--- src/rtl/spi_fifo_pkg.sv ---
package spi_fifo_pkg;
  typedef enum logic [1:0] {
    SEQ_IDLE  = 2'd0,
    SEQ_START = 2'd1,
    SEQ_SHIFT = 2'd2,
    SEQ_GAP   = 2'd3
  } seq_state_t;
endpackage

--- src/rtl/spi_word_fifo.sv ---
module spi_word_fifo #(
  parameter int W     = 8,
  parameter int DEPTH = 8,
  localparam int AW    = (DEPTH > 1) ? $clog2(DEPTH) : 1,
  localparam int CNT_W = $clog2(DEPTH + 1)
) (
  input  logic             clk,
  input  logic             rst,
  input  logic             push,
  input  logic [W-1:0]     push_data,
  input  logic             pop,
  output logic [W-1:0]     head,
  output logic [CNT_W-1:0] count,
  output logic             empty,
  output logic             full
);
  logic [W-1:0]     mem [DEPTH];
  logic [AW-1:0]    wr_ptr, rd_ptr;
  logic [CNT_W-1:0] cnt_nxt;
  logic             push_ok, pop_ok;

  assign push_ok = push && !full;
  assign pop_ok  = pop && !empty;
  assign head    = mem[rd_ptr];

  always_comb begin
    case ({push_ok, pop_ok})
      2'b10:   cnt_nxt = count + CNT_W'(1);
      2'b01:   cnt_nxt = count - CNT_W'(1);
      default: cnt_nxt = count;
    endcase
  end

  always_ff @(posedge clk) begin
    if (push_ok) mem[wr_ptr] <= push_data;
  end

  always_ff @(posedge clk) begin
    if (rst) begin
      wr_ptr <= '0;
      rd_ptr <= '0;
      count  <= '0;
      empty  <= 1'b1;
      full   <= 1'b0;
    end else begin
      if (push_ok) wr_ptr <= (wr_ptr == AW'(DEPTH - 1)) ? '0 : wr_ptr + AW'(1);
      if (pop_ok)  rd_ptr <= (rd_ptr == AW'(DEPTH - 1)) ? '0 : rd_ptr + AW'(1);
      count <= cnt_nxt;
      empty <= (cnt_nxt == '0);
      full  <= (cnt_nxt == CNT_W'(DEPTH));
    end
  end


  full_drop_chk: assert property (@(posedge clk) disable iff (rst)
    (full && push && !pop) |=> (count == $past(count)));


  push_cnt_chk: assert property (@(posedge clk) disable iff (rst)
    (push && !full && !pop) |=> (count == $past(count) + CNT_W'(1)));
endmodule

--- src/rtl/spi_shift_seq.sv ---
module spi_shift_seq import spi_fifo_pkg::*; #(
  parameter int W           = 8,
  parameter int HALF_DIV    = 2,
  parameter int START_TICKS = 6,
  parameter int GAP_W       = 4
) (
  input  logic             clk,
  input  logic             rst,
  input  logic             tx_avail,
  input  logic [W-1:0]     tx_word,
  input  logic [GAP_W-1:0] gap,
  input  logic             miso,
  output logic             tx_pop,
  output logic             rx_push,
  output logic [W-1:0]     rx_word,
  output logic             sclk,
  output logic             mosi,
  output logic             cs_n,
  output logic             busy
);
  localparam int START_CLKS = START_TICKS * HALF_DIV;
  localparam int GAP_MAX    = ((1 << GAP_W) - 1) * 2 * HALF_DIV;
  localparam int TMR_MAX    = (START_CLKS > GAP_MAX) ? START_CLKS : GAP_MAX;
  localparam int TMR_W      = $clog2(TMR_MAX + 1);
  localparam int BIT_W      = $clog2(W);

  seq_state_t       state;
  logic [TMR_W-1:0] tmr, gap_last;
  logic [BIT_W-1:0] bit_cnt;
  logic [W-1:0]     sh;
  logic [W-2:0]     rx_sh;
  logic             half_done, last_fall;

  assign gap_last = TMR_W'(gap) * TMR_W'(2 * HALF_DIV) - TMR_W'(1);
  assign mosi     = sh[W-1];
  assign rx_word  = {rx_sh, miso};

  always_comb begin
    half_done = (tmr == TMR_W'(HALF_DIV - 1));
    last_fall = (state == SEQ_SHIFT) && half_done && sclk && (bit_cnt == BIT_W'(W - 1));
    rx_push   = (state == SEQ_SHIFT) && half_done && !sclk && (bit_cnt == BIT_W'(W - 1));
    tx_pop    = ((state == SEQ_IDLE) && tx_avail)
             || (last_fall && tx_avail && (gap == '0))
             || ((state == SEQ_GAP) && (tmr == gap_last));
  end

  always_ff @(posedge clk) begin
    if (rst) begin
      state   <= SEQ_IDLE;
      tmr     <= '0;
      bit_cnt <= '0;
      sh      <= '0;
      rx_sh   <= '0;
      sclk    <= 1'b0;
      cs_n    <= 1'b1;
      busy    <= 1'b0;
    end else begin
      case (state)
        SEQ_IDLE: if (tx_avail) begin
          sh      <= tx_word;
          cs_n    <= 1'b0;
          busy    <= 1'b1;
          tmr     <= '0;
          bit_cnt <= '0;
          state   <= SEQ_START;
        end
        SEQ_START: if (tmr == TMR_W'(START_CLKS - 1)) begin
          tmr   <= '0;
          state <= SEQ_SHIFT;
        end else tmr <= tmr + TMR_W'(1);
        SEQ_SHIFT: if (half_done) begin
          tmr  <= '0;
          sclk <= !sclk;
          if (!sclk) rx_sh <= rx_word[W-2:0];
          else if (bit_cnt == BIT_W'(W - 1)) begin
            bit_cnt <= '0;
            if (!tx_avail) begin
              state <= SEQ_IDLE;
              cs_n  <= 1'b1;
              busy  <= 1'b0;
            end else if (gap == '0) sh <= tx_word;
            else state <= SEQ_GAP;
          end else begin
            bit_cnt <= bit_cnt + BIT_W'(1);
            sh      <= {sh[W-2:0], 1'b0};
          end
        end else tmr <= tmr + TMR_W'(1);
        SEQ_GAP: if (tmr == gap_last) begin
          tmr   <= '0;
          sh    <= tx_word;
          state <= SEQ_SHIFT;
        end else tmr <= tmr + TMR_W'(1);
        default: state <= SEQ_IDLE;
      endcase
    end
  end


  idle_sclk_chk: assert property (@(posedge clk) disable iff (rst)
    cs_n |-> !sclk);


  gap_hold_chk: assert property (@(posedge clk) disable iff (rst)
    (state == SEQ_GAP) |-> (!cs_n && !sclk));


  mosi_rise_chk: assert property (@(posedge clk) disable iff (rst)
    $rose(sclk) |-> $stable(mosi));
endmodule

--- src/rtl/spi_fifo_master.sv ---
module spi_fifo_master #(
  parameter int W           = 8,
  parameter int DEPTH       = 8,
  parameter int HALF_DIV    = 2,
  parameter int START_TICKS = 6,
  parameter int GAP_W       = 4,
  localparam int THR_W = (DEPTH > 1) ? $clog2(DEPTH) : 1,
  localparam int CNT_W = $clog2(DEPTH + 1)
) (
  input  logic             clk,
  input  logic             rst,
  input  logic             wr_en,
  input  logic [W-1:0]     wr_data,
  input  logic             rd_en,
  output logic [W-1:0]     rd_data,
  input  logic             ovr_clr,
  input  logic [GAP_W-1:0] suspend_gap,
  input  logic [THR_W-1:0] tx_thresh,
  input  logic [THR_W-1:0] rx_thresh,
  output logic             tx_empty,
  output logic             tx_full,
  output logic             tx_thr_flag,
  output logic             rx_empty,
  output logic             rx_full,
  output logic             rx_thr_flag,
  output logic             overrun,
  output logic             busy,
  output logic             sclk,
  output logic             mosi,
  input  logic             miso,
  output logic             cs_n
);
  logic [CNT_W-1:0] tx_cnt, rx_cnt;
  logic [W-1:0]     tx_head, rx_word;
  logic             tx_pop, rx_push;

  spi_word_fifo #(.W(W), .DEPTH(DEPTH)) i_tx_fifo (
    .clk(clk), .rst(rst), .push(wr_en), .push_data(wr_data), .pop(tx_pop),
    .head(tx_head), .count(tx_cnt), .empty(tx_empty), .full(tx_full)
  );

  spi_word_fifo #(.W(W), .DEPTH(DEPTH)) i_rx_fifo (
    .clk(clk), .rst(rst), .push(rx_push), .push_data(rx_word), .pop(rd_en),
    .head(rd_data), .count(rx_cnt), .empty(rx_empty), .full(rx_full)
  );

  spi_shift_seq #(.W(W), .HALF_DIV(HALF_DIV), .START_TICKS(START_TICKS), .GAP_W(GAP_W)) i_seq (
    .clk(clk), .rst(rst), .tx_avail(!tx_empty), .tx_word(tx_head), .gap(suspend_gap),
    .miso(miso), .tx_pop(tx_pop), .rx_push(rx_push), .rx_word(rx_word),
    .sclk(sclk), .mosi(mosi), .cs_n(cs_n), .busy(busy)
  );

  assign tx_thr_flag = (tx_cnt <= CNT_W'(tx_thresh));
  assign rx_thr_flag = (rx_cnt >  CNT_W'(rx_thresh));

  always_ff @(posedge clk) begin
    if (rst)                     overrun <= 1'b0;
    else if (rx_push && rx_full) overrun <= 1'b1;
    else if (ovr_clr)            overrun <= 1'b0;
  end


  ovr_set_chk: assert property (@(posedge clk) disable iff (rst)
    (rx_push && rx_full) |=> overrun);


  rx_thr_chk: assert property (@(posedge clk) disable iff (rst)
    rx_thr_flag |-> !rx_empty);
endmodule

--- config.mk ---
export PLATFORM = sky130hd
export DESIGN_NAME = spi_fifo_master
export DESIGN_NICKNAME = d
export VERILOG_FILES = /design/src/rtl/spi_fifo_pkg.sv /design/src/rtl/spi_word_fifo.sv /design/src/rtl/spi_shift_seq.sv /design/src/rtl/spi_fifo_master.sv
export SDC_FILE = /design/constraint.sdc
export NUM_CORES = 1
export LEC_CHECK = 0
export ABC_AREA = 1
export CAP_MARGIN = 5
export CORE_MARGIN = 2
export CORE_UTILIZATION = 35
export CTS_CLUSTER_SIZE = 40
export DETAILED_ROUTE_END_ITERATION = 8
export PLACE_DENSITY = 0.62
export SKIP_CTS_REPAIR_TIMING = 1
export SYNTH_ARGS = -nofsm -noshare
export SYNTH_HDL_FRONTEND = slang
export SYNTH_SLANG_ARGS = --single-unit
--- constraint.sdc ---
create_clock -name clk -period 3.3 [get_ports clk]
set_clock_uncertainty 0.15 [all_clocks]
set_input_delay 0.66 -clock clk [delete_from_list [all_inputs] [get_ports clk]]
set_output_delay 0.66 -clock clk [all_outputs]
set_load 0.01 [all_outputs]
; ---- Yosys cells after proc, flatten, opt, wreduce, memory -nomap -nowiden
; Memories as Yosys holds them, arrays and structs flattened. A register that Yosys moved wholly into a read port is not among the register bits.
; Index checks and enable logic that the tools add are counted.
[totals]
regBits = 54
mem_bits_rw = 128
in_bits = 24
output_inout_bits = 19
elab_cells = 151
mem_count = 2
[mem_list]
columns = name, depth, width, rd, rd_ports_with_merged_regs, write_ports, line_no
row1 = i_rx_fifo.mem, 8, 8, 1, 1, 1, spi_word_fifo.sv:17  ; logic [W-1:0] mem [DEPTH];
row2 = i_tx_fifo.mem, 8, 8, 1, 1, 1, spi_word_fifo.sv:17
[classes]
n_addsub = 11
n_lt_le_gt_ge = 2
eq_ne = 27
n_mux = 55
n_bitwise = 1
reduce_logical = 34
[op_table]
columns = cell, count
row1 = 8-bit two-way mux, 7
row2 = 3-bit two-way mux, 12
row3 = 6-bit two-way mux, 4
row4 = 6-bit one-hot mux with 4 select lines, 1
row5 = 8-bit one-hot mux with 3 select lines, 1
row6 = 1-bit two-way mux, 16
row7 = 2-bit two-way mux, 8
row8 = 4-bit one-hot mux with 2 select lines, 2
row9 = "3-bit by 1-bit adder with 3-bit output, second input constant", 5
row10 = "3-bit equality test, second input constant", 5
row11 = 1-bit logical AND, 14
row12 = 7-bit AND reduction, 2
row13 = 4-bit zero test, 3
row14 = "3-bit inequality test, second input constant", 3
row15 = "4-bit by 1-bit adder with 4-bit output, second input constant", 2
row16 = "2-bit equality test, second input constant", 4
row17 = "4-bit equality test, second input constant", 2
row18 = "2-bit inequality test, second input constant", 4
row19 = 2-bit one-hot mux with 4 select lines, 1
row20 = "4-bit by 1-bit subtractor with 4-bit output, second input constant", 2
row21 = "6-bit by 1-bit adder with 6-bit output, second input constant", 1
row22 = "2-bit by 1-bit equality test with 1-bit output, second input constant", 3
row23 = "6-bit by 1-bit equality test with 1-bit output, second input constant", 1
row24 = "6-bit by 4-bit equality test with 1-bit output, second input constant", 1
row25 = other kinds (17), 26

; ---- Longest topological paths before layout
; Gate-level depths: netlist of the first run.
[depth]
word_depth = 12
ltp_mapped = 21
depth_no_buf = 21

; ---- Hierarchy
; From an unflattened synthesis of the first run, not the netlist that was laid out.
[hier_totals]
cells_unflattened = 873
area_unflattened_um2 = 8475.6
[modules_own_cells]
columns = module, instances, cells_each, area_each_um2, seq_area_each_um2
row1 = spi_word_fifo at i_tx_fifo, 1, 295, 3299.4, 2222.1
row2 = spi_word_fifo at i_rx_fifo, 1, 290, 3289.4, 2222.1
row3 = spi_shift_seq, 1, 253, 1677.9, 580.6
row4 = spi_fifo_master, 1, 35, 209.0, 20.0

; ---- Worst setup path after synthesis of the first run
; No wires, ideal clock.
[synth_timing]
path_type = input port to flip-flop
start = input port suspend_gap[0]
end = register i_tx_fifo.empty
setup_ns = 0.121
arrival_ns = 2.712
t_required_ns = 3.029
path_slack_ns = 0.317
path_stages = 20
path_buffers = 0
cell_sequence = inv_1 > ha_1 > nand2_1 > nand2_1 > nor2_1 > nand2_1 > nor2_1 > nand3_1 > a21oi_1 > ha_1 > nand2_1 > inv_1 > nor2_1 > ha_1 > a21oi_1 > a21oi_1 > o21ai_0 > o21ai_0 > nand2_1 > o21ai_0
[synth_between]
elab_chain_len = 8
word_cells_on_any_way = 12
cone_classes = add/sub: 1 / eq/ne: 3 / mux: 1 / reduce/logical: 7
[synth_rtl]
columns = item, line_no
row1 = "start, declared", spi_fifo_master.sv:17  ; input logic [GAP_W-1:0] suspend_gap,
row2 = 6-bit by 1-bit subtractor with 6-bit output / 4-bit zero test (equally long branches), "spi_shift_seq.sv:34, spi_shift_seq.sv:43"
row3 = 6-bit equality test / 1-bit logical AND (equally long branches), "spi_shift_seq.sv:44, spi_shift_seq.sv:43"
row4 = 1-bit logical AND / 1-bit logical OR (equally long branches), "spi_shift_seq.sv:44, spi_shift_seq.sv:43"
row5 = 1-bit logical OR *, spi_shift_seq.sv:44  ; || ((state == SEQ_GAP) && (tmr == gap_last));
row6 = 1-bit logical AND *, spi_word_fifo.sv:23  ; assign pop_ok = pop && !empty;
row7 = 2-bit by 1-bit equality test with 1-bit output / 2-bit equality test (equally long branches), spi_word_fifo.sv:27  ; case ({push_ok, pop_ok})
row8 = 4-bit one-hot mux with 2 select lines *, spi_word_fifo.sv:27
row9 = 4-bit zero test *, spi_word_fifo.sv:49  ; empty <= (cnt_nxt == '0);
row10 = "end signal, assigned", spi_word_fifo.sv:49
row11 = "end, declared", spi_word_fifo.sv:14  ; output logic empty,
; Every way passes the cells marked *; elsewhere a longest branch is shown, timed or not.
; A chain may end at the register's enable or synchronous reset.

; ---- Worst setup path after layout of the first run
[layout_timing]
start = input port tx_thresh[2]
end = output port tx_thr_flag
[layout_between]
elab_chain_len = 1
[layout_rtl]
columns = item, line_no
row1 = "start, declared", spi_fifo_master.sv:18  ; input logic [THR_W-1:0] tx_thresh,
row2 = 4-bit by 3-bit <= comparator with 1-bit output, spi_fifo_master.sv:53  ; assign tx_thr_flag = (tx_cnt <= CNT_W'(tx_thresh));
row3 = "end, declared", spi_fifo_master.sv:22  ; output logic tx_thr_flag,
; Every way passes these cells.

==> flow_summary.ini, run 1 <==
[status]
status = finished, final reports clean

[synthesis]
yosysMostFrequentCell = nand2_1
synth.top_cells.by_count = nand2_1, nor2_1, edfxtp_1
synth_compound_area_frac = 0.08008
synth_cell_types = 41
yosys_warnings = 0
synthAdderAreaFrac = 0.04907
synth_xor_area_frac = 0.009484
seq_area_frac_synth = 0.6070
synth_edf_count = 128
async_flop_share = 0
syn_inst = 846
syn_nets = 902
synthMuxAreaShare = 0.002409
ys_seq_elements = 188
syn_area_per_cell_sq_um = 9.825
synth_top_family_by_area = simple AND/OR/NAND/NOR gates
synth_simple_gate_area_frac = 0.2031
synth_top_area_cell = edfxtp_1
synth.cell_area_sq_um = 8312
synth_area_leaders = edfxtp_1, dfxtp_1, nand2_1
yosysTopAreaCellShare = 0.4624
synth-main-ff-cell = edfxtp_1

[global_route]
track_usage = 0.1429
grt_max_degree = 33
grt_pass1_wl_microns = 27540
grt_pass1_vias = 5568
antenna_found_initial = 0
overflow = 0

[critical_path]
path_class = input pin to output pin
cp_max_fo = 3
end_kind = output pin
critPathRequiredTime_ns = 2.49
start_kind = input pin
worst_ep_arrival_time_ns = 2.35

[die]
die_area_sq_um = 25000
start_util = 0.3552
io_pins = 43
core.rowCount = 56
core-area_sq_um = 23400
die_w_microns = 158.1
fp.dieH_microns = 158.1

[power]
power_density_nw_per_um2 = 663.5
p_leak_nw = 3.920
ir_worst_vdd_mv = 0.3676

[detailed_routing]
postRouteWirelength_microns = 17160
drc_errors = 0
num_vias = 5831
drt_iter0_drc = 380
drtAntennaViolNets = 0
drt-pass1-iter-count = 4
wl_per_cell_microns = 13.71
via_per_inst = 4.661

[timing]
post-route-min-period_ns = 3.157
setup_tns_ns = 0
worst_slew_pin_slew_ns = 0.6443
setup_viol = 0
period_share = 0.9566
rsz0062_at_grt = false
slew_headroom = 0.5700
whs_ns = 0.3129
finalHoldViolCount = 0
slew_violations = 0
max_freq_mhz = 316.8

[cells_and_area]
n_antenna_cell = 0
multiInputGateArea_sq_um = 2900
final_layout_size_suffix_gt1_frac = 0.1062
nNetsFinal = 975
area_growth_pct = 19.39
nFillCells = 2301
seq_area_sq_um = 5045

[job]
maxCapViolations = 0

[clock_tree]
cts_inserted_buffers = 17
path_clk_slew_ns = 0.06
clk-insertion-delay-late_ns = 0.43
cts_tree = done
cts_buffer_depth = 2
cts.sinks = 188
root_buffer = clkbuf_16
h-tree-depth = 4

[placed_design]
dpl.hpwl_microns = 11390
gp_congestion = 0.7722
portBuffers = 42

[hold_path]
hold_class = register to register
-- state kept, by name (all words and copies together) (netlist names), named ones only --
register          flops
i_rx_fifo.count       4
i_rx_fifo.empty       1
i_rx_fifo.full        1
i_rx_fifo.mem        64
i_rx_fifo.rd_ptr      3
i_rx_fifo.wr_ptr      3
i_seq.bit_cnt         3
i_seq.busy            1
i_seq.cs_n            1
i_seq.rx_sh           7
i_seq.sclk            1
i_seq.sh              8
i_seq.state           2
i_seq.tmr             6
i_tx_fifo.count       4
i_tx_fifo.empty       1
i_tx_fifo.full        1
i_tx_fifo.mem        64
i_tx_fifo.rd_ptr      3
i_tx_fifo.wr_ptr      3
overrun               1
-- power by group --
part	total [mW]	internal [mW]	switching [mW]
registers	2.82	2.69	0.134
logic	1.75	0.667	1.09
clock network	2.01	1.12	0.886
total	6.58	4.48	2.11
-- per-stage QoR --
stage | setup slack (ns) | total power, mW | cells | instance area [sq um] | util
6_report | 0.1434 | 6.584 | 1251 | 9923 | 0.4240
5_1_grt | 0.05196 | 7.002 | 1251 | 9923 | 0.4240
4_1_cts | 0.06183 | 6.617 | 1250 | 9861 | 0.4214
3_5_place_dp | -0.3492 | 4.595 | 1218 | 9285 | 0.3968
3_3_place_gp | -0.3285 | 4.578 | 1218 | 9285 | 0.3968
2_1_floorplan | 0.3170 | 4.085 | 846 | 8312 | -
-- critical path: stages --
cell,delay (ns)
clkdlybuf4s50_1,0.46
inv_1,0.04
ha_1,0.31
a21oi_1,0.15
a32oi_1,0.07
nor2_1,0.11
clkdlybuf4s50_1,0.55
-- area by class of cell --
type,instances,share of cell area
Timing Repair Buffer,83,0.07452
Multi-Input combinational cell,560,0.2923
Tap cell,319,0.04022
Clock buffer,20,0.04400
Inverter,69,0.02660
Sequential cell,188,0.5084
Clock inverter,12,0.01400
-- cells by family (layout without fill, tap and decap cells) --
group                      Yosys count  count (layout)
and+or+nand+nor                    395             395
DFF                                188             188
AOI/OAI and AO/OA                  122             122
buffers and inverters               98             184
adders and majority gates           32              32
xor gates and xnor gates             9               9
muxes                                2               2
-- layout by cell type (no fill, tap or decap), drive strengths merged, types with 3 or more instances in the layout --
cell and count:
clkinvlp 7, ha 31, xor2 8, a31oi 8
o211ai 3, nor3 14, edfxtp 128, o21ai 65
a21oi 30, buf 41, dlymetal6s2s 3, dfxtp 60
clkbuf 20, nand2 160, clkdlybuf4s50 39, nand3 68
o22ai 8, nand4 4, inv 70, nor2 145
-- worst paths after layout --
kind | from | endpoint | slack (ns) | cells after the start
setup reg to reg | i_seq.state[0] | i_tx_fifo.empty | 0.48 | 19
hold / removal | i_seq.sh[2] | i_seq.sh[2] | 0.31 | 2
setup / recovery | tx_thresh[2] | tx_thr_flag | 0.14 | 7
hold reg to reg | i_seq.sh[2] | i_seq.sh[2] | 0.31 | 2
-- routing by layer --
layer / routed length [microns] / vias up / GRT usage
met1: 7807 / 2726 / 0.1777
li1: - / 3021 / -
met3: 537 / 16 / 0.03422
met2: 8578 / 68 / 0.2470
met5: 0 / - / 0
met4: 231 / 0 / 0.04204
Power figures use the tool's default switching activity.
==> run 2: changes to the inputs <==
--- a/config.mk
+++ b/config.mk
@@ -11,6 +11,7 @@
 export CORE_UTILIZATION = 35
 export CTS_CLUSTER_SIZE = 40
 export DETAILED_ROUTE_END_ITERATION = 8
+export GPL_TIMING_DRIVEN = 0
 export PLACE_DENSITY = 0.62
 export SKIP_CTS_REPAIR_TIMING = 1
 export SYNTH_ARGS = -nofsm -noshare
==> run 2 against run 1 <==
Against the previous run: non-clock buffer count decreased by 3; clock power up 2%; worst hold slack lost 0.011 ns; core utilization fell by 0.18 points; combinational power rose by 6%; die area is the same; final cell count shrank 0.24%; global-route usage increased by 0.92 points; routed wire length increased by 6.6%; fmax down 0.40%.
==> flow_summary.ini, run 2 (synthesis results as in run 1) <==
[status]
status = finished, final reports clean

[critical_path]
path_class = input pin to output pin
r2r_start = i_seq.state[0]
critPathRequiredTime_ns = 2.49
startpoint = tx_thresh[2]
start_kind = input pin
ff2ff_path_depth = 16
worst_ep_arrival_time_ns = 2.36
crit_end = tx_thr_flag
end_kind = output pin
cp_max_fo = 3
r2r-end = i_rx_fifo.empty
rrSetupSlack_ns = 0.29

[global_route]
overflow = 0
antenna_found_initial = 0
track_usage = 0.1521
grt_max_degree = 20
grt_pass1_wl_microns = 28900
grt_pass1_vias = 5663

[die]
start_util = 0.3552
die_area_sq_um = 25000
core.rowCount = 56
die_w_microns = 158.1
core-area_sq_um = 23400
io_pins = 43
fp.dieH_microns = 158.1

[power]
clockPowerShare = 0.306
p_sw_frac = 0.3382
power_frac_seq = 0.418
intPower_mw = 4.439
p_comb_frac = 0.276
p_leak_nw = 3.876
p_switching_mw = 2.269
ir_worst_vdd_mv = 0.4337
power_density_nw_per_um2 = 678.9

[detailed_routing]
drtAntennaViolNets = 0
drc_errors = 0
wl_per_cell_microns = 14.65
drt_iter0_drc = 329
via_per_inst = 4.798
postRouteWirelength_microns = 18280
num_vias = 5988
drt-pass1-iter-count = 5

[cells_and_area]
nFillCells = 2283
final_common_cell = nand2_1
nNetsFinal = 972
final_layout_size_suffix_gt1_frac = 0.09688
most-common-layout-cells = nand2_1, nor2_1, edfxtp_1
final_area_sq_um = 9881
final-instance-count-excl-fill = 1248
postLayoutCoreUtil = 0.4222
area_growth_pct = 18.88
n_antenna_cell = 0
reg_top3 = i_rx_fifo.mem (64), i_tx_fifo.mem (64), i_seq.sh (8)

[placed_design]
placed_cells = 1208
portBuffers = 42
dpl.hpwl_microns = 12340
gp_congestion = 0.8155
postPlaceCellArea_sq_um = 9136
pre_cts_slack_ns = -0.6955

[clock_tree]
path_clk_slew_ns = 0.07
cts.sinks = 188
cts_tree = done
h-tree-depth = 4
cts_buffer_depth = 2
clk-insertion-delay-late_ns = 0.44
root_buffer = clkbuf_16
cts_inserted_buffers = 17

[timing]
slew_headroom = 0.1831
setup_tns_ns = 0
setup_viol = 0
max_freq_mhz = 315.5
slew_violations = 0
finalHoldViolCount = 0
timing.final.ws_setup_ns = 0.1307
period_share = 0.9604
worst_slew_pin_slew_ns = 1.216
post-route-min-period_ns = 3.169

[job]
maxCapViolations = 0

[hold_path]
hold_class = register to register
[run 2: cell count changes in the layout (fill, tap and decap cells not counted), moves of 6 or more]
| cell | change |
|---|---|
| buf_2 | +8 |
| buf_4 | -35 |
| clkbuf_1 | +7 |
| clkinvlp_4 | -6 |
[run 2: critical path: stages]
cell             delay, ns
clkdlybuf4s50_1       0.45
inv_1                 0.05
ha_1                  0.32
a21oi_1               0.15
a32oi_1               0.07
nor2_1                0.12
clkdlybuf4s50_1       0.55
[run 2: area by class of cell]
type,count,area (sq um),share of cell area
Sequential cell,188,5046,0.5107
Clock buffer,17,425.4,0.04305
Clock inverter,15,167.7,0.01697
Buffer,29,166.4,0.01684
Timing Repair Buffer,51,485.5,0.04913
Multi-Input combinational cell,560,2930,0.2966
Inverter,69,260.3,0.02634
Tap cell,319,399.1,0.04040
[run 2: worst min-delay path by stage]
stage / startpoint / to / slack, ns / cells after the start
after floorplan: i_seq.sh[2] / i_seq.sh[2] / 0.29 / 2
after global placement: i_seq.busy / i_seq.busy / 0.30 / 2
after detailed placement: i_seq.busy / i_seq.busy / 0.30 / 2
after CTS: i_seq.busy / i_seq.busy / 0.31 / 2
after global routing: i_seq.busy / i_seq.busy / 0.32 / 2
final: i_seq.busy / i_seq.busy / 0.30 / 2
[run 2: power groups by stage]
| stage | logic (mW) | clock network (mW) | registers (mW) |
|---|---|---|---|
| 2_1_floorplan | 1.26 | 0 | 2.82 |
| 3_3_place_gp | 1.75 | 0 | 2.84 |
| 3_5_place_dp | 1.78 | 0 | 2.85 |
| 4_1_cts | 1.79 | 2.09 | 2.80 |
| 5_1_grt | 2.11 | 2.18 | 2.82 |
| 6_report | 1.85 | 2.06 | 2.80 |
[run 2: per-stage QoR]
stage / hold WS [ns] / power, mW
5_1_grt: 0.3225 / 7.116
2_1_floorplan: 0.2890 / 4.085
3_5_place_dp: 0.2960 / 4.621
3_3_place_gp: 0.2959 / 4.591
6_report: 0.3020 / 6.708
4_1_cts: 0.3107 / 6.672
[run 2: routing by layer]
metal | global-route usage | routed length [microns] | share of wire | up-vias
met5 | 0 | 0 | 0 | -
met4 | 0.06778 | 297 | 0.016 | 0
met3 | 0.02464 | 716 | 0.039 | 23
met2 | 0.2665 | 9157 | 0.50 | 107
met1 | 0.1841 | 8110 | 0.44 | 2848
li1 | - | - | - | 3010
==> run 3: changes to the inputs <==
--- a/config.mk
+++ b/config.mk
@@ -11,8 +11,6 @@
 export CORE_UTILIZATION = 35
 export CTS_CLUSTER_SIZE = 40
 export DETAILED_ROUTE_END_ITERATION = 8
-export GPL_TIMING_DRIVEN = 0
-export PLACE_DENSITY = 0.62
 export SKIP_CTS_REPAIR_TIMING = 1
 export SYNTH_ARGS = -nofsm -noshare
 export SYNTH_HDL_FRONTEND = slang
==> run 3 against run 2 <==
Against the previous run: routed wire length down 6.6%; global-route usage down 0.63 points; worst setup slack better by 0.031 ns; core utilization up 0.10 points; clock-buffer cell count up 2; register-to-register slack better by 0.19 ns.
==> flow_summary.ini, run 3 (synthesis results as in run 1) <==
[status]
status = finished, final reports clean

[critical_path]
start_kind = input pin
critical_path.cell_chain = clkdlybuf4s50_1, inv_1, ha_1, a21oi_1, a32oi_1, nor2_1, clkdlybuf4s50_1
critPathRequiredTime_ns = 2.49
path_class = input pin to output pin
worst_ep_arrival_time_ns = 2.33
crit_path_top_delay_cell = clkdlybuf4s50_1
end_kind = output pin
cp_slowest_stage_delay_ns = 0.54
critPathMostFrequentCell = clkdlybuf4s50_1
ff2ff_path_depth = 19
cp_max_fo = 3

[die]
die_area_sq_um = 25000
core-area_sq_um = 23400
fp.dieH_microns = 158.1
io_pins = 43
die_w_microns = 158.1
core.rowCount = 56
start_util = 0.3552

[cells_and_area]
nNetsFinal = 975
n_antenna_cell = 0
final_layout_size_suffix_gt1_frac = 0.1084
most-common-layout-cells = nand2_1, nor2_1, edfxtp_1
final_common_cell = nand2_1
postLayoutCoreUtil = 0.4232
final_area_sq_um = 9905
nFillCells = 2259
area_growth_pct = 19.16
reg_top3 = i_rx_fifo.mem (64), i_tx_fifo.mem (64), i_seq.sh (8)

[timing]
post-route-min-period_ns = 3.139
rsz0062_at_grt = false
slew_violations = 0
period_share = 0.9511
setup_viol = 0
max_freq_mhz = 318.6
slew_headroom = 0.5510
finalHoldViolCount = 0
worst_slew_pin_slew_ns = 0.6728

[detailed_routing]
drc_errors = 0
wl_per_cell_microns = 13.65
drtAntennaViolNets = 0
via_per_inst = 4.687
num_vias = 5863
drt_iter0_drc = 392
drt-pass1-iter-count = 4
postRouteWirelength_microns = 17070

[clock_tree]
path_clk_slew_ns = 0.07
cts_tree = done
cts_inserted_buffers = 17
h-tree-depth = 4
root_buffer = clkbuf_16
cts.sinks = 188
clk-insertion-delay-late_ns = 0.43
cts_buffer_depth = 2

[power]
ir_worst_vdd_mv = 0.3982
power_density_nw_per_um2 = 653.7
p_leak_nw = 3.930

[global_route]
overflow = 0
grt_max_degree = 33
grt_pass1_vias = 5613
track_usage = 0.1458
antenna_found_initial = 0
grt_pass1_wl_microns = 28140

[job]
maxCapViolations = 0

[placed_design]
portBuffers = 42
dpl.hpwl_microns = 11420
postPlaceCellArea_sq_um = 9293
gp_congestion = 0.8009

[hold_path]
min_path_cells = 2
hold_class = register to register
-- run 3: cell types whose count changed in the layout (fill, tap and decap cells not counted), moves of 2 or more --
cell / delta
buf_4: +36
o21ai_1: -2
ha_4: -2
buf_2: -8
inv_6: -4
o21ai_0: +2
clkbuf_4: -5
clkbuf_2: -5
ha_1: +2
clkbuf_1: -8
inv_8: +2
buf_6: -4
-- run 3: through the flow --
step / total power [mW] / setup slack [ns] / hold slack (ns) / setup TNS [ns] / cells
2_1_floorplan: 4.085 / 0.3170 / 0.2890 / 0 / 846
3_3_place_gp: 4.556 / -0.3589 / 0.2926 / -1.258 / 1219
3_5_place_dp: 4.575 / -0.4035 / 0.2905 / -1.494 / 1219
4_1_cts: 6.509 / 0.02913 / 0.3050 / 0 / 1251
5_1_grt: 6.898 / 0.04865 / 0.3317 / 0 / 1251
6_report: 6.475 / 0.1613 / 0.3020 / 0 / 1251
-- run 3: routing by layer --
metal	wire length [microns]	track usage	vias to the layer above
met1	7767	0.1801	2754
li1	-	-	3016
met2	8609	0.2547	80
met3	499	0.02902	13
met4	195	0.04976	0
met5	0	0	-
-- run 3: final cells by class --
type                            count  area (sq um)  area share
Sequential cell                   188          5046      0.5095
Multi-Input combinational cell    560          2905      0.2933
Timing Repair Buffer               83         735.7     0.07428
Clock buffer                       19         432.9     0.04371
Tap cell                          319         399.1     0.04030
Inverter                           69         260.3     0.02628
Clock inverter                     13         125.1     0.01263
-- run 3: report_power, final --
part           internal, mW  switching [mW]  leakage, nW
combinational         0.642            1.08         2.00
clock                 0.999           0.929        0.269
sequential             2.69           0.137         1.66
total                  4.33            2.15         3.93
-- run 3: worst paths after layout --
check                 start              end  slack (ns)
max            tx_thresh[2]      tx_thr_flag        0.16
min              i_seq.busy       i_seq.busy        0.30
max reg2reg  i_seq.state[0]  i_tx_fifo.empty        0.48
min reg2reg      i_seq.busy       i_seq.busy        0.30
-- run 3: worst max-delay path: cells and delay by family --
kind	cells	cell delay, ns
buffers and inverters	3	1.03
adder cells (fa/ha/maj)	1	0.32
AO/OA/AOI/OAI	2	0.23
AND/OR/NAND/NOR	1	0.09
